### config.mk
export PLATFORM = sky130hd
export DESIGN_NAME = sample_cycle_counter
export DESIGN_NICKNAME = d
export VERILOG_FILES = /design/src/rtl/scc_pkg.sv /design/src/rtl/scc_regs.sv /design/src/rtl/scc_core.sv /design/src/rtl/scc_irq.sv /design/src/rtl/sample_cycle_counter.sv
export SDC_FILE = /design/constraint.sdc
export NUM_CORES = 1
export LEC_CHECK = 0
export ABC_CLOCK_PERIOD_IN_PS = 1150
export BUFFER_PORTS_ARGS = -buffer_cell sky130_fd_sc_hd__buf_2
export CORE_AREA = 5 5 81 83
export DETAILED_ROUTE_END_ITERATION = 10
export DIE_AREA = 0 0 86 88
export PLACE_DENSITY = 0.56
export SLEW_MARGIN = 20
export SYNTH_ARGS = -nofsm -noshare
export SYNTH_HDL_FRONTEND = slang
export SYNTH_SLANG_ARGS = --single-unit
### constraint.sdc
create_clock -name clk -period 1.15 [get_ports clk]
set_input_delay 0.0575 -clock clk [delete_from_list [all_inputs] [get_ports clk]]
set_output_delay 0.0575 -clock clk [all_outputs]
set_load 0.01 [all_outputs]
### src/rtl/scc_pkg.sv
package scc_pkg;
  localparam int unsigned CNT_W  = 16;
  localparam int unsigned ADDR_W = 2;

  typedef enum logic [ADDR_W-1:0] {
    REG_RELOAD = 2'd0,
    REG_CTRL   = 2'd1,
    REG_STATUS = 2'd2
  } reg_sel_e;

  localparam int unsigned CTRL_CYCLE_BIT = 0;
  localparam int unsigned CTRL_IEN_BIT   = 1;
  localparam int unsigned STAT_FLAG_BIT  = 0;
endpackage

### src/rtl/scc_regs.sv
module scc_regs
  import scc_pkg::*;
#(
  parameter int unsigned CW = CNT_W,
  parameter int unsigned AW = ADDR_W
) (
  input  logic          clk,
  input  logic          rst_n,
  input  logic          wr_en,
  input  logic [AW-1:0] wr_addr,
  input  logic [CW-1:0] wr_data,
  output logic [CW-1:0] reload,
  output logic          cycle_en,
  output logic          irq_en,
  output logic          preload,
  output logic          flag_clr
);
  logic [CW-1:0] reload_q, reload_d;
  logic          cyc_q, cyc_d, ien_q, ien_d;
  logic          sel_reload, sel_ctrl, sel_stat;

  assign sel_reload = wr_en && (wr_addr == AW'(REG_RELOAD));
  assign sel_ctrl   = wr_en && (wr_addr == AW'(REG_CTRL));
  assign sel_stat   = wr_en && (wr_addr == AW'(REG_STATUS));

  always_comb begin
    reload_d = reload_q;
    cyc_d    = cyc_q;
    ien_d    = ien_q;
    if (sel_reload) reload_d = wr_data;
    if (sel_ctrl) begin
      cyc_d = wr_data[CTRL_CYCLE_BIT];
      ien_d = wr_data[CTRL_IEN_BIT];
    end
  end

  always_ff @(posedge clk or negedge rst_n) begin
    if (!rst_n) begin
      reload_q <= '0;
      cyc_q    <= 1'b0;
      ien_q    <= 1'b0;
    end else begin
      if (sel_reload) reload_q <= reload_d;
      if (sel_ctrl) begin
        cyc_q <= cyc_d;
        ien_q <= ien_d;
      end
    end
  end

  assign reload   = reload_q;
  assign cycle_en = cyc_q;
  assign irq_en   = ien_q;
  assign preload  = sel_reload;
  assign flag_clr = sel_stat && wr_data[STAT_FLAG_BIT];
endmodule

### src/rtl/scc_core.sv
module scc_core
  import scc_pkg::*;
#(
  parameter int unsigned CW = CNT_W
) (
  input  logic          clk,
  input  logic          rst_n,
  input  logic          trigger,
  input  logic          pacer,
  input  logic [CW-1:0] reload,
  input  logic          cycle_en,
  input  logic          preload,
  input  logic [CW-1:0] preload_val,
  output logic          running,
  output logic [CW-1:0] count,
  output logic          sample_en,
  output logic          pass_end
);
  localparam logic [CW-1:0] ONE = CW'(1);

  logic          run_q, run_d;
  logic [CW-1:0] cnt_q, cnt_d;
  logic          sen_q, sen_d;
  logic          accept, last;

  assign accept = run_q && pacer;
  assign last   = accept && (cnt_q == ONE);

  always_comb begin
    run_d = run_q;
    cnt_d = cnt_q;
    sen_d = accept;
    if (!run_q) begin
      if (preload) cnt_d = preload_val;
      if (trigger) run_d = 1'b1;
    end else if (accept) begin
      if (last) begin
        cnt_d = reload;
        run_d = cycle_en;
      end else begin
        cnt_d = cnt_q - ONE;
      end
    end
  end

  always_ff @(posedge clk or negedge rst_n) begin
    if (!rst_n) begin
      run_q <= 1'b0;
      cnt_q <= '0;
      sen_q <= 1'b0;
    end else begin
      run_q <= run_d;
      sen_q <= sen_d;
      if (accept || (!run_q && preload)) cnt_q <= cnt_d;
    end
  end

  assign running   = run_q;
  assign count     = cnt_q;
  assign sample_en = sen_q;
  assign pass_end  = last;
endmodule

### src/rtl/scc_irq.sv
module scc_irq (
  input  logic clk,
  input  logic rst_n,
  input  logic pass_end,
  input  logic irq_en,
  input  logic flag_clr,
  output logic irq_pulse,
  output logic irq_flag
);
  logic pulse_q, pulse_d, flag_q, flag_d;

  always_comb begin
    pulse_d = pass_end && irq_en;
    flag_d  = pulse_d || (flag_q && !flag_clr);
  end

  always_ff @(posedge clk or negedge rst_n) begin
    if (!rst_n) begin
      pulse_q <= 1'b0;
      flag_q  <= 1'b0;
    end else begin
      pulse_q <= pulse_d;
      flag_q  <= flag_d;
    end
  end

  assign irq_pulse = pulse_q;
  assign irq_flag  = flag_q;
endmodule

### src/rtl/sample_cycle_counter.sv
module sample_cycle_counter
  import scc_pkg::*;
#(
  parameter int unsigned CW = CNT_W,
  parameter int unsigned AW = ADDR_W
) (
  input  logic          clk,
  input  logic          rst_n,
  input  logic          wr_en,
  input  logic [AW-1:0] wr_addr,
  input  logic [CW-1:0] wr_data,
  input  logic          trigger,
  input  logic          pacer,
  output logic          running,
  output logic [CW-1:0] count,
  output logic          sample_en,
  output logic          irq_pulse,
  output logic          irq_flag
);
  logic [1:0]    rst_sync_q;
  logic          rst_n_s;
  logic [CW-1:0] reload;
  logic          cycle_en, irq_en, preload, flag_clr, pass_end;

  always_ff @(posedge clk or negedge rst_n) begin
    if (!rst_n) rst_sync_q <= 2'b00;
    else        rst_sync_q <= {rst_sync_q[0], 1'b1};
  end
  assign rst_n_s = rst_sync_q[1];

  scc_regs #(.CW(CW), .AW(AW)) regs_i (
    .clk(clk), .rst_n(rst_n_s), .wr_en(wr_en), .wr_addr(wr_addr),
    .wr_data(wr_data), .reload(reload), .cycle_en(cycle_en),
    .irq_en(irq_en), .preload(preload), .flag_clr(flag_clr)
  );

  scc_core #(.CW(CW)) core_i (
    .clk(clk), .rst_n(rst_n_s), .trigger(trigger), .pacer(pacer),
    .reload(reload), .cycle_en(cycle_en), .preload(preload),
    .preload_val(wr_data), .running(running), .count(count),
    .sample_en(sample_en), .pass_end(pass_end)
  );

  scc_irq irq_i (
    .clk(clk), .rst_n(rst_n_s), .pass_end(pass_end), .irq_en(irq_en),
    .flag_clr(flag_clr), .irq_pulse(irq_pulse), .irq_flag(irq_flag)
  );
endmodule

==> flow_summary.yaml <==
power:
  p_sw_mw: 1.43
  comb_power_share_pct: 36.1
  swShare_pct: 32.2
  p_int_mw: 3.01
  powerDensity_mw_per_mm2: 1420
  clkPwrFrac_pct: 22.1
  leakagePower_nw: 1.40
  ir_worst_vdd_uv: 698
  share_seq_of_total_power_pct: 41.8
timing:
  finalSetupViolations: 20
  rsz0062_at_grt: "yes"
  timing.fmax_mhz: 561
  finalCritPeriodShare_pct: 155
  period_needed_ns: 1.78
  fin_ws_ns: -0.633
  hold_violations: 0
  finClkSkew_ns: 0.00590
  maxSlewViolCount: 0
global_routing:
  grt_pass1_vias: 2103
  grt_max_degree: 21
  use_met3_pct: 3.76
  met2_usage_pct: 29.5
  track_usage_pct: 17.7
  grt.busiest_layer: "met2"
  grtUsageMet1_pct: 22.7
  grt_pass1_wl_um: 10400
  globalRouteOverflowTotal: 0
  grt_antenna_before_repair: 0
worst_setup_path:
  cp.arrival_ns: 1.99
  path_max_fanout: 5
  startpoint_type: "flop"
  end_kind: "flop"
  worst-setup-path-type: "flop to flop"
  cp_data_required_time_ns: 1.36
  reg2reg_depth: 6
die:
  num_rows: 28
  start_util_pct: 36.7
  die_h_um: 88
  die_area_sq_mm: 0.00757
  coreArea_sq_mm: 0.00578
  die_x_um: 86
  pin_count: 43
clock_tree:
  clkTransAtPathRegs_ns: 0.07
  cts.path.max_buffers: 2
  clock-root-buffer: "clkbuf_8"
  cts_made_buffers: 5
  htree_num_levels: 2
  clk_latency_ns: 0.30
  clkSinkCount: 40
  cts_tree: "built"
yosys:
  ys_types: 42
  syn_inst: 206
  synth_async_sr_flop_share_pct: 100
  yosysWarnings: 0
  avgSynthCellArea_sq_um: 10.3
  synth_edf_count: 0
  synthFlopType: "dfrtp_1"
  ys_ff_latch: 40
  syn_area_sq_mm: 0.00212
  ys_seq_area_share_pct: 47.1
  syn_nets: 231
hold_path:
  worstHoldPathCells: 2
  hold_class: "primary input to flop"
flow_run:
  cap_violations: 0
finish:
  antennaDiodeCount: 0
  drive_gt1_share_pct: 49.5
  fin_area_sq_mm: 0.00314
  nFillCells: 526
  nNetsFinal: 335
  syn2layout_area_growth_pct: 47.8
  final_cells: 386
route:
  num_vias: 2011
  drcViolationCount: 0
  drt_iter0_drc: 113
  wl_per_cell_um: 16.2
  avgViaCountPerCell: 5.21
  first_pass_iters: 4
  wirelength_um: 6240
  antenna_left: 0
place:
  dp.cells: 367
  dp_hpwl_um: 4610
  io_buffers: 42
  place_congestion: 0.862
  dpl_cell_area_sq_mm: 0.00281
status:
  violations: "setup timing"
  outcome: "complete, but fails checks"
sequential cells by signal (all words and copies together), names as in the netlist:
name and count:
core_i.count 16, core_i.running 1, core_i.sample_en 1, irq_i.irq_flag 1, irq_i.irq_pulse 1, regs_i.cycle_en 1
regs_i.irq_en 1, regs_i.reload 16, rst_sync_q 2
layer usage:
| metal | wire length (um) | up-vias | part of all wire, % |
|---|---|---|---|
| li1 | - | 962 | - |
| met1 | 2880 | 994 | 46 |
| met2 | 3030 | 49 | 49 |
| met3 | 259 | 6 | 4.2 |
| met4 | 72 | 0 | 1.2 |
| met5 | 0 | - | 0 |
path summary, 6_finish.rpt:
kind / startpoint / end / slack (ns)
max: core_i.count[10] / core_i.count[11] / -0.63
min in group asynchronous: rst_n / rst_sync_q[0] / 0.06
max reg2reg: core_i.count[10] / core_i.count[11] / -0.63
min: wr_data[10] / regs_i.reload[10] / 0.01
min reg2reg: rst_sync_q[1] / regs_i.reload[0] / 0.23
max in group asynchronous: rst_sync_q[1] / core_i.count[10] / 0.68
logic make-up (layout without fill, tap and decap cells):
logic type      Yosys count  in the layout  synth area share [%]
other cells               1              1                 0.177
simple gates             70             70                  18.4
mux                      24             24                  12.4
fa+ha+maj                 2              2                  1.18
xor+xnor                 11             11                  4.54
compound gates           44             44                  13.3
flops                    40             40                  47.1
buf+inv                  14            119                  2.83
power by group through the flow:
stage | logic (mW) | registers, mW | clock network (mW)
floorplan | 0.596 | 2.02 | 0
global placement | 1.48 | 1.87 | 0
detailed placement | 1.51 | 1.87 | 0
CTS | 1.60 | 1.85 | 1.01
global route | 1.77 | 1.90 | 1.08
finish | 1.60 | 1.86 | 0.982
worst max-delay path: stages, from the launching register on:
cell     delay, ns
dfrtp_2       0.40
or3_4         0.41
nor4_4        0.30
and2_4        0.24
buf_6         0.13
nand2_2       0.05
a31oi_1       0.16
cell type report:
class,instances,area [sq um],share of cell area [%]
Clock buffer,8,90.1,2.87
Multi-Input combinational cell,152,1180,37.5
Tap cell,75,93.8,2.99
Timing Repair Buffer,108,761,24.2
Sequential cell,40,1000,32.0
Inverter,3,11.3,0.359
cells in the mapped netlist, types with 2 or more instances:
cell type,count,share of area [%]
o221ai_1,3,1.2
or3_1,3,0.88
mux2_2,19,10
nor3_1,6,1.4
clkbuf_1,7,1.2
nor4_1,3,0.88
a21o_1,3,1.1
dfrtp_1,40,47
a31oi_1,9,2.7
nand2b_1,4,1.2
a21oi_1,7,1.6
nor2b_1,2,0.59
buf_2,3,0.71
nand2_1,21,3.7
nand3b_1,2,0.71
nand4_1,4,1.2
mux2i_1,5,2.4
a221o_1,2,0.94
ha_1,2,1.2
o211ai_1,2,0.71
o22ai_1,7,2.1
and3_1,2,0.59
xnor2_1,6,2.5
o21ai_0,8,1.9
inv_1,3,0.53
nor2_1,10,1.8
xor2_1,5,2.1
nand4b_1,3,1.2
and2_1,2,0.59
layout by cell type, fill, tap and decap left out, types with 6 or more instances in the layout:
master,Yosys,final
xnor2_1,6,6
buf_4,1,51
nor2_1,10,6
dlygate4sd3_1,0,6
mux2_2,19,19
nand2_1,21,18
clkbuf_8,0,6
nor3_1,6,6
o22ai_1,7,7
a31oi_1,9,9
buf_2,3,41
o21ai_0,8,6
dfrtp_1,40,37
buf_6,0,10
per-stage QoR:
| stage | util, % | worst slack, ns | power, mW | hold WS (ns) | TNS [ns] |
|---|---|---|---|---|---|
| after floorplan | - | -0.690 | 2.61 | -0.238 | -11.57 |
| after global placement | 48.6 | -0.618 | 3.35 | -0.156 | -11.18 |
| after detailed placement | 48.6 | -0.688 | 3.38 | -0.155 | -11.90 |
| after CTS | 54.0 | -0.619 | 4.45 | 0.00246 | -10.88 |
| after global routing | 54.3 | -0.765 | 4.75 | 0.00939 | -13.00 |
| final | 54.3 | -0.633 | 4.44 | 0.0107 | -10.89 |
repair_timing:
action,4_1_cts,5_1_grt
resized for setup,29,8
endpoints found under the setup margin,21,21
buffers inserted,6,1
hold endpoints to repair,7,0
pin swaps,11,11
hold buffers,6,0
Note: power is estimated with default switching activity, not from simulation.
